**config.mk**
```make
export PLATFORM = sky130hd
export DESIGN_NAME = pwr_hold_ctrl
export DESIGN_NICKNAME = d
export VERILOG_FILES = /design/src/rtl/pwrhold_pkg.sv /design/src/rtl/phc_pin_sync.sv /design/src/rtl/phc_tick.sv /design/src/rtl/phc_entry.sv /design/src/rtl/phc_hold.sv /design/src/rtl/pwr_hold_ctrl.sv
export SDC_FILE = /design/constraint.sdc
export NUM_CORES = 1
export LEC_CHECK = 0
export BUFFER_PORTS_ARGS = -buffer_cell sky130_fd_sc_hd__buf_2
export CAP_MARGIN = 10
export CORE_ASPECT_RATIO = 1.25
export CORE_MARGIN = 4
export CORE_UTILIZATION = 35
export DETAILED_ROUTE_END_ITERATION = 10
export SYNTH_ARGS = -nofsm -noshare
export SYNTH_HDL_FRONTEND = slang
export SYNTH_SLANG_ARGS = --single-unit
```
**constraint.sdc**
```tcl
create_clock -name clk -period 6.5 [get_ports clk]
set_clock_uncertainty 0.05 [all_clocks]
set_input_delay 0 -clock clk [delete_from_list [all_inputs] [get_ports clk]]
set_output_delay 0 -clock clk [all_outputs]
set_load 0.005 [all_outputs]
```
**src/rtl/pwrhold_pkg.sv**
```systemverilog
// Package: constants shared by the long-press power enable controller.
// Assumes: nothing beyond IEEE 1800-2017.
package pwrhold_pkg;

    // Number of counted charger rising edges that arm test mode.
    localparam int unsigned ENTRY_EDGES = 8;

    // Index of each monitored pin in the synchroniser array.
    localparam int unsigned PIN_BTN   = 0;
    localparam int unsigned PIN_CHG   = 1;
    localparam int unsigned PIN_COUNT = 2;

    // Synchronised level of a pin together with its value one cycle earlier.
    typedef struct packed {
        logic lvl;
        logic prev;
    } pin_state_t;

endpackage

```
**src/rtl/phc_pin_sync.sv**
```systemverilog
// Module: phc_pin_sync
// Two-flop synchroniser followed by one history flop for one asynchronous pin.
// Assumes: the pin is stable for at least one clock cycle per level, and
// IDLE is the level the pin reads while nothing drives it.
module phc_pin_sync
    import pwrhold_pkg::*;
#(
    parameter logic IDLE = 1'b0
) (
    input  logic       clk,
    input  logic       rst_n,
    input  logic       pin_i,
    output pin_state_t state_o
);

    logic [2:0] stg;

    // Shift the raw pin through two metastability stages and one history stage.
    always_ff @(posedge clk) begin
        if (!rst_n) begin
            stg <= {3{IDLE}};
        end else begin
            stg <= {stg[1:0], pin_i};
        end
    end

    assign state_o.lvl  = stg[1];
    assign state_o.prev = stg[2];

endmodule

```
**src/rtl/phc_tick.sv**
```systemverilog
// Module: phc_tick
// Prescaler that emits a one-cycle tick every DIV cycles while enabled.
// Assumes: run is high for the whole interval being timed; restart realigns
// the phase so the first tick arrives DIV cycles later.
module phc_tick #(
    parameter int unsigned DIV = 1024
) (
    input  logic clk,
    input  logic rst_n,
    input  logic run,
    input  logic restart,
    output logic tick
);

    localparam int unsigned CW = (DIV > 1) ? $clog2(DIV) : 1;
    localparam logic [CW-1:0] LAST = CW'(DIV - 1);

    logic [CW-1:0] cnt;

    // Count clock cycles while running; hold at zero otherwise.
    always_ff @(posedge clk) begin
        if (!rst_n) begin
            cnt <= '0;
        end else if (!run || restart || cnt == LAST) begin
            cnt <= '0;
        end else begin
            cnt <= cnt + CW'(1);
        end
    end

    assign tick = run && !restart && (cnt == LAST);

endmodule

```
**src/rtl/phc_entry.sv**
```systemverilog
// Module: phc_entry
// Test-mode entry detector: counts charger rising edges inside a window
// that opens SETUP_CYC cycles after the synchronised press and closes at WIN_CYC.
// Assumes: held and chg_rise come from synchronised pins; SETUP_CYC < WIN_CYC.
module phc_entry
    import pwrhold_pkg::*;
#(
    parameter int unsigned SETUP_CYC = 33,
    parameter int unsigned WIN_CYC   = 1147
) (
    input  logic clk,
    input  logic rst_n,
    input  logic held,
    input  logic chg_rise,
    output logic enter,
    output logic test_mode,
    output logic guard
);

    localparam int unsigned WW = $clog2(WIN_CYC + 1);
    localparam int unsigned EW = $clog2(ENTRY_EDGES);
    localparam logic [WW-1:0] SETUP_V = WW'(SETUP_CYC);
    localparam logic [WW-1:0] WIN_V   = WW'(WIN_CYC);
    localparam logic [EW-1:0] EDGE_LAST = EW'(ENTRY_EDGES - 1);

    logic [WW-1:0] wcnt;
    logic [EW-1:0] ecnt;
    logic          closed;
    logic          open_win;
    logic          count_edge;

    assign closed     = (wcnt == WIN_V);
    assign open_win   = held && (wcnt >= SETUP_V) && !closed;
    assign count_edge = open_win && chg_rise && !test_mode;
    assign enter      = count_edge && (ecnt == EDGE_LAST);
    assign guard      = held && !closed;

    // Measure how long the button has been held, saturating at the window end.
    always_ff @(posedge clk) begin
        if (!rst_n) begin
            wcnt <= '0;
        end else if (!held) begin
            wcnt <= '0;
        end else if (!closed) begin
            wcnt <= wcnt + WW'(1);
        end
    end

    // Count charger edges inside the window; drop the count on release or close.
    always_ff @(posedge clk) begin
        if (!rst_n) begin
            ecnt <= '0;
        end else if (!held || closed || test_mode || enter) begin
            ecnt <= '0;
        end else if (count_edge) begin
            ecnt <= ecnt + EW'(1);
        end
    end

    // Arm test mode on the final edge; leave it when the button is released.
    always_ff @(posedge clk) begin
        if (!rst_n) begin
            test_mode <= 1'b0;
        end else if (!held) begin
            test_mode <= 1'b0;
        end else if (enter) begin
            test_mode <= 1'b1;
        end
    end

endmodule

```
**src/rtl/phc_hold.sv**
```systemverilog
// Module: phc_hold
// Hold-time counter and enable latch. Counts prescaler ticks while the
// button is held and sets the enable at the selected terminal count.
// Assumes: clr never coincides with a set (a press starts from a zero count).
module phc_hold #(
    parameter int unsigned HOLD_TICKS = 256,
    parameter int unsigned TEST_TICKS = 8
) (
    input  logic clk,
    input  logic rst_n,
    input  logic held,
    input  logic tick,
    input  logic restart,
    input  logic test_mode,
    input  logic clr,
    output logic en_out
);

    localparam int unsigned MAXT = (HOLD_TICKS > TEST_TICKS) ? HOLD_TICKS : TEST_TICKS;
    localparam int unsigned HW   = $clog2(MAXT + 1);

    logic [HW-1:0] hcnt;
    logic [HW-1:0] term;
    logic          set_en;

    assign term   = test_mode ? HW'(TEST_TICKS) : HW'(HOLD_TICKS);
    assign set_en = held && !restart && tick && (hcnt == term - HW'(1));

    // Accumulate ticks during a press, saturating at the terminal count.
    always_ff @(posedge clk) begin
        if (!rst_n) begin
            hcnt <= '0;
        end else if (!held || restart) begin
            hcnt <= '0;
        end else if (tick && hcnt < term) begin
            hcnt <= hcnt + HW'(1);
        end
    end

    // Latch the enable: clearing events win over a set.
    always_ff @(posedge clk) begin
        if (!rst_n) begin
            en_out <= 1'b0;
        end else if (clr) begin
            en_out <= 1'b0;
        end else if (set_en) begin
            en_out <= 1'b1;
        end
    end

endmodule

```
**src/rtl/pwr_hold_ctrl.sv**
```systemverilog
// Module: pwr_hold_ctrl (top)
// Long-press power enable controller. It synchronises the button and
// charger pins, times a continuous press with a prescaled tick, and latches
// the enable. A factory test mode is entered by clocking the charger pin
// during a press.
// Assumes: one free-running clock; both pins are asynchronous to it.
module pwr_hold_ctrl
    import pwrhold_pkg::*;
#(
    parameter int unsigned TICK_DIV   = 1024,
    parameter int unsigned HOLD_TICKS = 256,
    parameter int unsigned TEST_TICKS = 8,
    parameter int unsigned SETUP_CYC  = 33,
    parameter int unsigned WIN_CYC    = 1147
) (
    input  logic clk,
    input  logic rst_n,
    input  logic btn_n,
    input  logic chg_in,
    output logic en_out
);

    // Bit i: level read by pin i while undriven (button pulled up, charger pulled down).
    localparam logic [PIN_COUNT-1:0] IDLE_LVL = 2'b01;

    logic [PIN_COUNT-1:0] pins_raw;
    pin_state_t           pin_st [PIN_COUNT];

    logic btn_held;
    logic btn_fall;
    logic chg_rise;
    logic tick;
    logic enter;
    logic test_mode;
    logic entry_guard;
    logic clr;

    assign pins_raw[PIN_BTN] = btn_n;
    assign pins_raw[PIN_CHG] = chg_in;

    for (genvar gi = 0; gi < PIN_COUNT; gi++) begin : g_sync
        phc_pin_sync #(.IDLE(IDLE_LVL[gi])) u_sync (
            .clk     (clk),
            .rst_n   (rst_n),
            .pin_i   (pins_raw[gi]),
            .state_o (pin_st[gi])
        );
    end

    assign btn_held = !pin_st[PIN_BTN].lvl;
    assign btn_fall = pin_st[PIN_BTN].prev && !pin_st[PIN_BTN].lvl;
    assign chg_rise = !pin_st[PIN_CHG].prev && pin_st[PIN_CHG].lvl;

    // A new press always clears; a plug-in clears unless entry or test mode shields it.
    assign clr = btn_fall || (chg_rise && !entry_guard && !test_mode);

    phc_tick #(.DIV(TICK_DIV)) u_tick (
        .clk     (clk),
        .rst_n   (rst_n),
        .run     (btn_held),
        .restart (enter),
        .tick    (tick)
    );

    phc_entry #(.SETUP_CYC(SETUP_CYC), .WIN_CYC(WIN_CYC)) u_entry (
        .clk       (clk),
        .rst_n     (rst_n),
        .held      (btn_held),
        .chg_rise  (chg_rise),
        .enter     (enter),
        .test_mode (test_mode),
        .guard     (entry_guard)
    );

    phc_hold #(.HOLD_TICKS(HOLD_TICKS), .TEST_TICKS(TEST_TICKS)) u_hold (
        .clk       (clk),
        .rst_n     (rst_n),
        .held      (btn_held),
        .tick      (tick),
        .restart   (enter),
        .test_mode (test_mode),
        .clr       (clr),
        .en_out    (en_out)
    );

endmodule

```
Word level (Yosys, flattened, before mapping). Index checks and enable logic that the tools add are counted.

Bits in registers: 41. Input port bits: 4. Output and inout bits: 1. Logic and storage cells: 53.

$add $sub $neg: 5. Magnitude comparators: 2. Eq/ne operators: 4. Multiplexer cells: 1. Bitwise logic cells: 1. Reductions and logical operators: 32.

Operator list (count): $logic_and 1x1->1 (15); $add 11x1->11 const B (1); $eq 11x11->1 const B (1); $ge 11x6->1 const B (1); $add 10x1->10 const B (1); $eq 10x10->1 const B (1); $reduce_or 2->1 (5); $add 9x1->9 const B (1); $eq 9x9->1 (1); $lt 9x9->1 (1); $mux 9 (1); $sub 9x1->9 const B (1); $logic_not 1->1 (6); $logic_or 1x1->1 (6); $add 3x1->3 const B (1); $eq 3x3->1 const B (1); $not 1->1 (1).

Logic depth before layout (Yosys ltp). Gate-level depths: netlist of run 1.

Depth in word-level cells: 11. Gate-level depth with buffers: 8. Depth with buffers taken out: 7.

Cells and area by module. From an unflattened synthesis of run 1, not the netlist that was laid out.

Cells, all modules: 212. Area, all modules: 1950.6 µm².

By module, submodules not included: phc_entry (times used 1, cells an instance 82, area each 749.5 µm², seq. area each 300.3 µm²); phc_hold (times used 1, cells an instance 58, area each 533.0 µm², seq. area each 200.2 µm²); phc_tick (times used 1, cells an instance 52, area each 450.4 µm², seq. area each 200.2 µm²); phc_pin_sync (times used 2, cells an instance 8, area each 93.8 µm², seq. area each 60.1 µm²); pwr_hold_ctrl (times used 1, cells an instance 4, area each 30.0 µm², seq. area each 0.0 µm²).

Worst setup path after synthesis of run 1. OpenSTA, ideal clock, no wires.

Kind: reg-to-reg. Start point: register u_entry.wcnt[0]. End point: register u_tick.cnt[3]. Setup time: 62 ps. Data arrival time: 1929 ps. Required time: 6388 ps. Slack: 4459 ps. Stages on the path, launching flop included: 7. Path buffers: 1. Clock period less this slack: 2041 ps. Cell sequence: dfxtp_1 -> or4_1 -> o31a_1 -> o211a_4 -> or3_1 -> buf_6 -> nor2_2.

Longest elaborated chain between the ends: 9. Elaborated cells on any way between the ends: 11. Classes of those cells: order compare (1); eq/ne (1); reduce/logical (9).

Ends and longest elaborated chain: start: declaration (RTL line phc_entry.sv:26) `logic [WW-1:0] wcnt;`; start signal: assignment (RTL line phc_entry.sv:45) `wcnt <= wcnt + WW'(1);`; $ge 11x6->1 / $eq 11x11->1 (equally long branches) (RTL line phc_entry.sv:33, phc_entry.sv:32); $logic_and 1x1->1 / $logic_not 1->1 (equally long branches) (RTL line phc_entry.sv:33) `assign open_win = held && (wcnt >= SETUP_V) && !closed;`; $logic_and 1x1->1 * (RTL line phc_entry.sv:33); $logic_and 1x1->1 * (2 in series) (RTL line phc_entry.sv:34) `assign count_edge = open_win && chg_rise && !test_mode;`; $logic_and 1x1->1 * (RTL line phc_entry.sv:35) `assign enter = count_edge && (ecnt == EDGE_LAST);`; $logic_or 1x1->1 * (2 in series) (RTL line phc_tick.sv:24) `end else if (!run || restart || cnt == LAST) begin`; $reduce_or 2->1 (no source line) *; end signal: assignment (RTL line phc_tick.sv:27) `cnt <= cnt + CW'(1);`; end: declaration (RTL line phc_tick.sv:18) `logic [CW-1:0] cnt;`.

Every way passes the cells marked *; elsewhere a longest branch is shown, timed or not. A chain may end at the register's enable or synchronous reset.

Worst setup path in the final report of run 1.
Start point: register u_entry.wcnt[0]. End point: register u_tick.cnt[7].

The elaborated chain is that of the path after synthesis.

==> run summary, run 1 <==
The run finished with clean final reports. In this run the worst hold path is classified as register to register. The worst register-to-register path has a depth of 6.

In the final layout, flip-flops and latches occupy 820.8 um2. In this run the tightest slew margin relative to its limit is 61.01%. Counting the buffers created by CTS gives 5. In this run, synthesis produced a sequential element count of 41. At the later pin of the worst-skew pair, clock insertion delay measures 0.30 ns.

The worst setup slack for register-to-register paths is 4.26 ns. The cell count after synthesis is 209, and the antenna violation net count after detailed routing is 0. The transition at the pin with the smallest max-transition slack was 0.5804 ns; the Yosys warning count was 0.

After layout, the minimum clock period comes to 2.242 ns. In this run the mean area of a mapped cell was 9.040 um2. The path with the worst hold slack has its endpoint at g_sync[0].u_sync.stg[1]. The tools report the number of hold violations in the final report as 0. For this run, the leading register cell type out of synthesis is sky130_fd_sc_hd__dfxtp_1.

Counting flops with a built-in enable in the synthesized netlist gives 0. Routability-driven placement finished with a final weighted congestion of 0.8441. The tools report the kind of launch point of the worst setup path as a register.

Setup violations remaining at the end of the flow were counted as 0. The count of buffers from port buffering was 4. Setup repair after global routing left no endpoint under its margin.

The reported max-cap violation count was 0. The fraction of the cycle the final worst path needs is 34.49%, and the number of levels the H-tree was split into is 2. The layout has 525 filler cells. The run gives 0 as the detailed-route DRC error count.

Of the cells placed in the final design, the portion with a size suffix greater than 1 is 11.26%. First-pass GRT wire length: 6030 um. In this run the horizontal extent of the chip is 73.72 um. Clock-pin slew was measured on the worst setup and hold paths at 0.08 ns. The endpoint identified for the worst register-to-register timing path is u_tick.cnt[7]. The worst-path maximum fanout was 6.

The logs give 2355 um for the HPWL reported at the end of detailed placement and 0 for the total inserted antenna cells. The category of the most critical setup path was register to register. The height of the die is 90.15 um, and the overall die area is 0.006645 mm2.

STA classifies the critical path endpoint as a register. The cell accounting for the most synthesized area is sky130_fd_sc_hd__dfxtp_1. The final route contains 1415 vias.

The static leakage power came out at 0.6774 nW. Summing all multi-input logic gate instances after layout gives 0.001015 mm2. The number of different library cells used by synthesis comes to 40. The worst path required time came out at 6.69 ns. The startpoint identified for the worst hold timing path is g_sync[0].u_sync.stg[0]. By area the synthesized netlist is led by sky130_fd_sc_hd__dfxtp_1 43%, sky130_fd_sc_hd__xnor2_1 6.5%, sky130_fd_sc_hd__nor2_1 6.4%, sky130_fd_sc_hd__ha_1 5.3%, sky130_fd_sc_hd__xor2_1 4.2%. The master cell of the clock root buffer is sky130_fd_sc_hd__clkbuf_8. For this run the aggregate overflow at the end of global routing stands at 0. Across every metal layer, demand over resource in global routing totals 11.39%. Post-synthesis net count: 221.

For the number of rows in the core area, the log shows 29. The number of global-route vias before repair was 1332; the effective utilization at floorplan was 36.67%. The post-cts sizing count came out at 0. The number of cells on the worst hold path is 1, and the mean number of vias per cell is 4.982.

The tools report the first-pass iteration count of the detailed router as 4. The most common cell in the synthesized netlist is sky130_fd_sc_hd__dfxtp_1. Dividing the detail-routed wire length by the instance count gives 11.76 um. In this run the critical register-to-register path is launched from u_entry.wcnt[0]. The final cell count without fillers came out at 284.

After synthesis, the share of flip-flops with an asynchronous set or reset is 0%. Counting along the longest clock path gives a buffer depth of 2. The core area came out at 0.005152 mm2. For this block, the routed nets add up to 3340 um of wire.

The tools report the number of antenna violations at the first check in global routing as 0. Timing would allow up to 446.1 MHz. TritonCTS built the clock tree.

The tools report the endpoint arrival time on the critical path as 2.43 ns. For this run, the register share of the synthesized area comes to 43.44%. Final hold analysis gives a worst-case slack of 0.3767 ns. In this run the power density over the cells is 224.3 mW/mm2.

Setup total negative slack on the finished layout was measured at 0 ns. The layout overhead on the synthesized area came out at 12.52%. VDD sags by at most 0.0001637 V. Summed over its instances, the top area cell type makes up 43.44% of the synthesized netlist area.

The logs give 5 for the I/O pin count and 0.001889 mm2 for the combined area of all synthesized cells. Post-layout net count: 233. The pin count of the biggest net entering global routing was 17; the final number of max-transition violations was 0.

In this run, the number of DRC markers left after iteration 0 of detailed routing was 26. The total clock sinks came out at 41. After synthesis, the most frequently instantiated cells are 41 x sky130_fd_sc_hd__dfxtp_1, 32 x sky130_fd_sc_hd__nor2_1, 14 x sky130_fd_sc_hd__xnor2_1, 13 x sky130_fd_sc_hd__nand2_1. The tools report the number of placed instances, taps included as 271.
flip-flops by register name, indices dropped and copies added (netlist names):
signal / count
u_entry.test_mode: 1
u_tick.cnt: 10
u_hold.en_out: 1
u_entry.wcnt: 11
u_hold.hcnt: 9
u_entry.ecnt: 3
g_sync.u_sync.stg: 6
critical path, stage by stage, from the launching register on:
cell,delay (ns)
sky130_fd_sc_hd__dfxtp_1,0.41
sky130_fd_sc_hd__ha_1,0.29
sky130_fd_sc_hd__nand3b_1,0.11
sky130_fd_sc_hd__or3_1,0.48
sky130_fd_sc_hd__o211a_4,0.20
sky130_fd_sc_hd__or3_1,0.49
sky130_fd_sc_hd__nor2_2,0.15
cell type report:
type | instances | area share (%)
well taps | 62 | 3.649
inverters | 6 | 1.059
repair buffers | 9 | 3.296
clock buffers | 6 | 3.885
flip-flops and latches | 41 | 38.61
clock inverters | 2 | 1.766
multi-input cells | 158 | 47.73
logic make-up after synthesis:
group	count (synthesis)	synth area share [%]
AND/OR/NAND/NOR	109	31.06
flip-flops	41	43.44
XOR/XNOR	23	10.66
AO/OA/AOI/OAI	17	6.159
buffers and inverters	10	2.847
adder cells (fa/ha/maj)	8	5.298
multiplexers	1	0.5298
report_power, final:
part | switching, W | internal, W
Clock | 0.0000891 | 0.000125
Combinational | 0.00000418 | 0.00000474
Sequential | 0.00000129 | 0.000253
Total | 0.0000946 | 0.000382
per-stage QoR:
stage	util, %	area, um2	setup WS [ns]	power (W)
floorplan	-	1889	4.459	0.0002644
CTS	41.26	2126	4.253	0.0004843
finish	41.26	2126	4.258	0.0004769
detailed placement	37.96	1956	4.273	0.0002666
global placement	37.96	1956	4.344	0.0002663
global route	41.26	2126	4.140	0.0004954
placed cells by master, fill, tap and decap left out, types with 3 or more instances in the layout:
master / netlist / final
sky130_fd_sc_hd__xnor2_1: 14 / 14
sky130_fd_sc_hd__xor2_1: 9 / 9
sky130_fd_sc_hd__nand4_1: 5 / 5
sky130_fd_sc_hd__nor2_2: 6 / 6
sky130_fd_sc_hd__nand2b_1: 4 / 4
sky130_fd_sc_hd__nor4_1: 5 / 5
sky130_fd_sc_hd__inv_1: 6 / 6
sky130_fd_sc_hd__dfxtp_1: 41 / 41
sky130_fd_sc_hd__nand4b_1: 3 / 3
sky130_fd_sc_hd__dlygate4sd3_1: 0 / 5
sky130_fd_sc_hd__or3_1: 8 / 8
sky130_fd_sc_hd__clkbuf_8: 0 / 6
sky130_fd_sc_hd__or3b_2: 3 / 3
sky130_fd_sc_hd__o21ai_0: 3 / 3
sky130_fd_sc_hd__nand2_1: 13 / 13
sky130_fd_sc_hd__nand3_1: 9 / 9
sky130_fd_sc_hd__nor3_1: 4 / 4
sky130_fd_sc_hd__buf_2: 1 / 4
sky130_fd_sc_hd__a21oi_1: 6 / 6
sky130_fd_sc_hd__nor2_1: 32 / 32
sky130_fd_sc_hd__and2_1: 3 / 3
sky130_fd_sc_hd__ha_1: 8 / 8
layer usage:
layer	global-route usage, %	part of all wire [%]	vias to the layer above
li1	-	-	743
met1	14.52	48	658
met3	3.013	2.3	5
met5	0	0	-
met4	5.438	2.2	0
met2	17.46	47	9
worst max path at each step:
stage,startpoint,endpoint,slack (ns),depth (start not counted)
floorplan,u_entry.wcnt[0],u_tick.cnt[3],4.46,6
global placement,u_entry.wcnt[0],u_tick.cnt[9],4.34,6
detailed placement,u_entry.wcnt[0],u_tick.cnt[7],4.27,6
CTS,u_entry.wcnt[0],u_tick.cnt[7],4.25,6
global route,u_entry.wcnt[0],u_tick.cnt[5],4.14,6
finish,u_entry.wcnt[0],u_tick.cnt[7],4.26,6
timing repair:
action | in CTS | in global routing
endpoints found under the hold margin | 6 | 0
setup buffers | 0 | 0
hold buffers | 5 | 0
Power figures use the tool's default switching activity.
==> run 2, diff against run 1 <==
==> constraint.sdc (replaced) <==
create_clock -name clk -period 2.1 [get_ports clk]
set_clock_uncertainty 0.05 [all_clocks]
set_input_delay 0 -clock clk [delete_from_list [all_inputs] [get_ports clk]]
set_output_delay 0 -clock clk [all_outputs]
set_load 0.005 [all_outputs]
==> run 2 against run 1 <==
Hold slack got worse by 0.013 ns. Die area unchanged. Final cell count increased by 4.6%. Largest cell class unchanged. Cell area increased by 4.9%. Largest power group unchanged. Power increased to 3.1 times the previous value.
==> run summary, run 2 (synthesized netlist as in run 1, its figures left out) <==
The run finished with clean final reports. The number of placed instances, taps included is 283 (+4.4%). The buffer and inverter count on the worst path is 0 (unchanged). The critical path goes through or4_1 -> o31a_1 -> o211a_4 -> or2_2 -> nor2_1.

The antenna violation net count after detailed routing was 0 (unchanged). The register name with the most flops is u_entry.wcnt. The height of the die was 90.15 um (unchanged). The total inserted antenna cells was 0 (unchanged); the total number of vias was 1452 (+2.6%). The layout overhead on the synthesized area is 18.01%, and the largest buffer count on any clock path is 2 (unchanged). For the number of rows in the core area, the log shows 29 (unchanged). The worst path required time came out at 2.27 ns (-4.42 ns). The flip-flop count of the largest register, all copies and words added was 11 (unchanged).

The logs give 0 (unchanged) for the final number of max-transition violations and 0 ns (unchanged) for the final-layout setup total negative slack. Grouping stages by cell kind, the critical path spends the most delay in simple AND/OR/NAND/NOR gates. Tightest slew margin relative to the limit: 64.94% (+3.9 points).

The worst setup path is launched from a register. The overall die area was 0.006645 mm2 (unchanged); the total clock sinks was 41 (unchanged). The count of buffers from port buffering was 4 (unchanged).

The CTS buffer count was 5 (unchanged). The most frequent standard cell in the layout excluding fill and tap cells was sky130_fd_sc_hd__dfxtp_1. The run gives 0.005152 mm2 (unchanged) as the core area.

The largest registers in the layout are u_entry.wcnt: 11 flops, u_tick.cnt: 10 flops, u_hold.hcnt: 9 flops. The delay of the slowest cell on the worst path works out to 0.51 ns (+0.02 ns). The final design utilization came out at 43.27% (+2.0 points). The first-pass GRT wire length is 5975 um (-0.91%), and the reported max-cap violation count is 0 (unchanged). The initial detailed-routing violation count is 43 (+65%), and the share of final-layout standard cells stronger than drive strength 1 is 17.02% (+5.8 points).

The transition at the pin with the smallest max-transition slack was 0.5248 ns (-0.05560 ns). The highest ir drop seen on vdd is 0.0004522 V (+180%). The final-layout worst hold slack was 0.3635 ns (-0.01321 ns). The clock transition time at the flip-flop clock pins of the worst setup and hold paths works out to 0.08 ns (about the same).

The detailed-route DRC error count was 0 (unchanged); the final cell count without fillers was 297 (+4.6%). For the I/O pin count, the log shows 5 (unchanged). The type of element capturing the critical path is a register. The mean number of vias per cell is 4.889 (-1.9%), and the minimum clock period after layout is 1.996 ns (-0.2462 ns). The run gives 0 (unchanged) as the final number of setup-violating endpoints. The type of the most critical hold path is register to register. The combined area of the multi-input logic cells came out at 0.001025 mm2 (+0.99%).

The HPWL reported at the end of detailed placement came out at 2494 um (+5.9%). Setup repair after global routing left no endpoint under its margin. The effective utilization at floorplan came out at 36.67% (unchanged).

The tools report the sum of overflow across all layers after global routing as 0 (unchanged). Sequential cell area: 820.8 um2 (unchanged). The first-pass iteration count of the detailed router is 4 (unchanged), and the total power after layout is 0.001462 W (+210%). The number of fillers in the final layout was 512 (-2.5%); the fraction of the cycle the final worst path needs was 95.03% (+61 points).

The detail-routed net length per standard cell came out at 11.17 um (-5.0%). The number of antenna violations at the first check in global routing is 0 (unchanged). For the number of levels the H-tree was split into, the log shows 2 (unchanged). The logs give 3317 um (-0.69%) for the overall routed net length and 2.17 ns (-0.26 ns) for the endpoint arrival time on the critical path. The post-layout net count is 246 (+5.6%). The run gives 0 (unchanged) as the number of hold violations in the final report. In this run the clock root is driven by a sky130_fd_sc_hd__clkbuf_8.

The top cell types in the final layout, fill and taps aside, are 41 x sky130_fd_sc_hd__dfxtp_1, 32 x sky130_fd_sc_hd__nor2_1, 14 x sky130_fd_sc_hd__xnor2_1. The number of global-route vias before repair came out at 1359 (+2.0%). The total power density per cell area was 655.5 mW/mm2 (+190%). The horizontal die dimension was 73.72 um (unchanged). The routability-driven placement congestion ratio was 0.8716 (+3.3%). The static leakage power came out at 0.7478 nW (+10%). Clock network latency to the later pin of the worst-skew pair: 0.29 ns (about the same).

TritonCTS built the clock tree. The tools report the pin count of the biggest net entering global routing as 14 (-3). The achievable frequency was 501.1 MHz (+12%); the worst-path maximum fanout was 13 (+7).

The category of the most critical setup path was register to register. Cell at the slowest stage of the critical path: sky130_fd_sc_hd__or4_1. The aggregate global-route resource usage was 11.17% (-0.22 points).
[run 2: final cells by class]
cell class                 count  share of cell area [%]
sequential                    41                   36.81
inverter                       6                   1.010
clock buffer                   7                   3.872
timing repair buffer          22                   7.520
multi-input combinational    158                   45.96
clock inverter                 1                   1.347
tap                           62                   3.479
[run 2: repair_timing]
item,4_1_cts,5_1_grt
hold endpoints to repair,6,0
endpoints found under the setup margin,0,14
gates resized for setup,0,3
buffers inserted,0,1
hold buffers,5,0
[run 2: stage by stage]
stage / setup slack (ns) / cell area, um2
2_1_floorplan: 0.05944 / 1889
3_3_place_gp: 0.01903 / 2046
3_5_place_dp: 0.02604 / 2046
4_1_cts: 0.004589 / 2212
5_1_grt: 0.01821 / 2230
6_report: 0.1044 / 2230
[run 2: path summary, 6_finish.rpt]
| check | start | end | slack, ns | depth (start not counted) |
|---|---|---|---|---|
| worst min register to register | g_sync[0].u_sync.stg[0] | g_sync[0].u_sync.stg[1] | 0.36 | 1 |
| worst max register to register | u_entry.wcnt[0] | u_tick.cnt[6] | 0.10 | 5 |
| worst max-delay path | u_entry.wcnt[0] | u_tick.cnt[6] | 0.10 | 5 |
| worst min-delay path | g_sync[0].u_sync.stg[0] | g_sync[0].u_sync.stg[1] | 0.36 | 1 |
[run 2: power by group]
| part | switching (W) | total [W] | internal, W |
|---|---|---|---|
| sequential | 0.00000307 | 0.000786 | 0.000782 |
| combinational | 0.0000136 | 0.0000301 | 0.0000165 |
| clock | 0.000258 | 0.000646 | 0.000388 |
| total | 0.000275 | 0.00146 | 0.00119 |
[run 2: layer usage]
metal  vias to the layer above  part of all wire [%]  GRT usage (%)
li1                        775                     -              -
met1                       663                    48          13.79
met2                         8                    48          18.42
met3                         6                   1.7          2.009
met4                         0                   2.1          4.985
met5                         -                     0              0
==> run 3, diff against run 2 <==
--- a/config.mk
+++ b/config.mk
@@ -9,8 +9,10 @@
 export CAP_MARGIN = 10
 export CORE_ASPECT_RATIO = 1.25
 export CORE_MARGIN = 4
-export CORE_UTILIZATION = 35
+export CORE_UTILIZATION = 50
 export DETAILED_ROUTE_END_ITERATION = 10
+export HOLD_SLACK_MARGIN = 0.03
+export PLACE_DENSITY = 0.66
 export SYNTH_ARGS = -nofsm -noshare
 export SYNTH_HDL_FRONTEND = slang
 export SYNTH_SLANG_ARGS = --single-unit
==> run 3 against run 2 <==
Worst setup slack got worse by 0.067 ns. Clock power increased by 15%. Core utilization increased by 19 points. Via count grew 0.62%. Hold slack improved by 0.0075 ns. Die area is 27% lower. Clock-buffer cell count down 2. Critical path type unchanged. Largest power group unchanged.
==> run summary, run 3 (synthesized netlist as in run 1, its figures left out) <==
The number of antenna violations at the first check in global routing is 0 (unchanged). The delay of the slowest cell on the worst path came out at 0.52 ns (about the same). The startpoint identified for the worst hold timing path is g_sync[0].u_sync.stg[0]. For the static leakage power, the log shows 0.7533 nW (+0.74%). The detail-routed net length per standard cell was 13.59 um (+22%); the worst-path maximum fanout was 6 (-7). The path length in cells of the critical path was 5 (unchanged). More flip-flops sit in one register than any other, and that register is u_entry.wcnt. The run gives 0 (unchanged) as the number of hold violations in the final report. The run finished with clean final reports. The achievable frequency came out at 484.8 MHz (-3.3%).

The aggregate global-route resource usage is 16.70% (+5.5 points). The clock transition time at the flip-flop clock pins of the worst setup and hold paths was 0.08 ns (about the same). The tools report the post-layout net count as 245 (-0.41%).

The detailed-route DRC error count came out at 0 (unchanged). The number of cells on the worst hold path was 1 (unchanged). The number of levels the H-tree was split into was 2 (unchanged); the final-layout setup total negative slack was 0 ns (unchanged). For the first-pass iteration count of the detailed router, the log shows 4 (unchanged).

The tree is rooted in a sky130_fd_sc_hd__clkbuf_8. The worst hold path belongs to the class register to register. The tools report the number of rows in the core area as 24 (-17%). The initial detailed-routing violation count was 90 (+110%).

The run gives 1461 (+0.62%) as the total number of vias. The type of element capturing the critical path is a register. The total inserted antenna cells was 0 (unchanged). The transition at the pin with the smallest max-transition slack was 0.5187 ns (-0.006098 ns); the buffer and inverter count on the worst path was 0 (unchanged). The tools report the worst path required time as 2.28 ns (about the same).

For the tightest slew margin relative to the limit, the log shows 65.34% (+0.41 points). The logs give 0.29 ns (about the same) for the clock network latency to the later pin of the worst-skew pair and 0 (unchanged) for the final number of setup-violating endpoints. The number of global-route vias before repair came out at 1485 (+9.3%).

The critical path is of the register to register type. Among all stages on the critical path, the largest delay is contributed by sky130_fd_sc_hd__or4_1. Total power density per cell area: 701.8 mW/mm2 (+7.1%). The fraction of the cycle the final worst path needs is 98.22% (+3.2 points), and the overall die area is 0.004832 mm2 (-27%). From synthesis to final layout, the design area changed by 17.48%. TritonCTS built the clock tree. Destination of the worst hold path: g_sync[0].u_sync.stg[1]. For the routability-driven placement congestion ratio, the log shows 0.8470 (-2.8%). The highest ir drop seen on vdd was 0.0004392 V (-2.9%). The logs give 2.24 ns (+0.07 ns) for the endpoint arrival time on the critical path and 2802 um (+12%) for the HPWL reported at the end of detailed placement. The pin count of the biggest net entering global routing is 14 (unchanged). The run gives 52.87% (+16 points) as the effective utilization at floorplan. The tools report the startpoint of the worst register-to-register path as u_entry.wcnt[0]. Walking the worst path, the cells encountered are or4_1 -> o31a_1 -> o211a_4 -> or3_4 -> nor2_2.

The mean number of vias per cell was 5.352 (+9.5%). The largest registers in the layout are u_entry.wcnt: 11 flops, u_tick.cnt: 10 flops, u_hold.hcnt: 9 flops. The final-layout worst hold slack is 0.3710 ns (+0.007537 ns), and the largest buffer count on any clock path is 2 (unchanged).

For the total clock sinks, the log shows 41 (unchanged). The core area came out at 0.003573 mm2 (-31%). The kind of launch point of the worst setup path is a register. The horizontal die dimension works out to 62.98 um (-15%).

The height of the die is 76.73 um (-15%). The cell type group with the largest total delay on the critical path was simple AND/OR/NAND/NOR gates. The worst setup slack for register-to-register paths came out at 0.04 ns (-0.07 ns). The flip-flop count of the largest register, all copies and words added is 11 (unchanged).

For the CTS buffer count, the log shows 5 (unchanged). The sum of overflow across all layers after global routing was 0 (unchanged). The antenna violation net count after detailed routing is 0 (unchanged), and the minimum clock period after layout is 2.063 ns (+0.06712 ns). The worst register-to-register path ends at u_tick.cnt[5]. The overall routed net length came out at 3711 um (+12%). The top cell types in the final layout, fill and taps aside, are 41 x sky130_fd_sc_hd__dfxtp_1, 32 x sky130_fd_sc_hd__nor2_1, 14 x sky130_fd_sc_hd__xnor2_1. The reported max-cap violation count is 0 (unchanged), and the final number of max-transition violations is 0 (unchanged). For the final design utilization, the log shows 62.11% (+19 points).

The most frequent standard cell in the layout excluding fill and tap cells is sky130_fd_sc_hd__dfxtp_1. The tools report the I/O pin count as 5 (unchanged). The share of final-layout standard cells stronger than drive strength 1 is 17.52% (+0.50 points), and the first-pass GRT wire length is 6492 um (+8.7%). Count of buffers from port buffering: 4 (unchanged). Path depth of the worst reg2reg path: 5 (unchanged).
## run 3: changes by cell type in the layout (fill, tap and decap cells not counted), sizes merged
cell | before | now
clkbuf | 7 | 5
buf | 17 | 16
bufinv | 1 | 2
clkinv | 0 | 1
## run 3: final cells by class
cell class / instances / area [um2]
inverter: 6 / 22.52
fill: 315 / 1354
sequential: 41 / 820.8
timing repair buffer: 21 / 160.2
tap: 39 / 48.80
clock buffer: 5 / 68.82
multi-input combinational: 158 / 1033
clock inverter: 3 / 65.06
## run 3: per-stage QoR
step	setup slack, ns	area, um2	power (W)	cells
2_1_floorplan	0.05944	1889	0.0008183	209
3_3_place_gp	0.03090	2002	0.0008270	258
3_5_place_dp	-0.04798	2002	0.0008285	258
4_1_cts	0.02520	2191	0.001576	271
5_1_grt	-0.01947	2220	0.001623	273
6_report	0.03732	2220	0.001558	273
## run 3: how the worst max path moves through the flow
stage | start | endpoint | slack (ns)
finish | u_entry.wcnt[0] | u_tick.cnt[5] | 0.04
global route | u_entry.wcnt[0] | u_entry.ecnt[2] | -0.02
CTS | u_entry.wcnt[0] | u_tick.cnt[5] | 0.03
detailed placement | u_entry.wcnt[0] | u_tick.cnt[5] | -0.05
global placement | u_entry.wcnt[0] | u_tick.cnt[5] | 0.03
floorplan | u_entry.wcnt[0] | u_tick.cnt[3] | 0.06
## run 3: what timing repair did
action	CTS	global route
setup endpoints to repair	6	11
pin swaps	0	1
buffers inserted	0	2
resized for setup	1	4
hold endpoints to repair	6	0
hold buffers	5	0
## run 3: report_power, final
part / total [W] / leakage [nW] / switching, W / internal (W)
clock: 0.000740 / 0.0681 / 0.000268 / 0.000472
sequential: 0.000785 / 0.331 / 0.00000269 / 0.000782
combinational: 0.0000330 / 0.354 / 0.0000151 / 0.0000179
## run 3: routing by layer
| metal | vias to the layer above | track usage (%) | share of wire [%] |
|---|---|---|---|
| met5 | - | 0 | 0 |
| met4 | 0 | 6.623 | 1.5 |
| met3 | 7 | 3.509 | 2.1 |
| met2 | 9 | 31.05 | 53 |
| met1 | 675 | 18.03 | 43 |
| li1 | 770 | - | - |
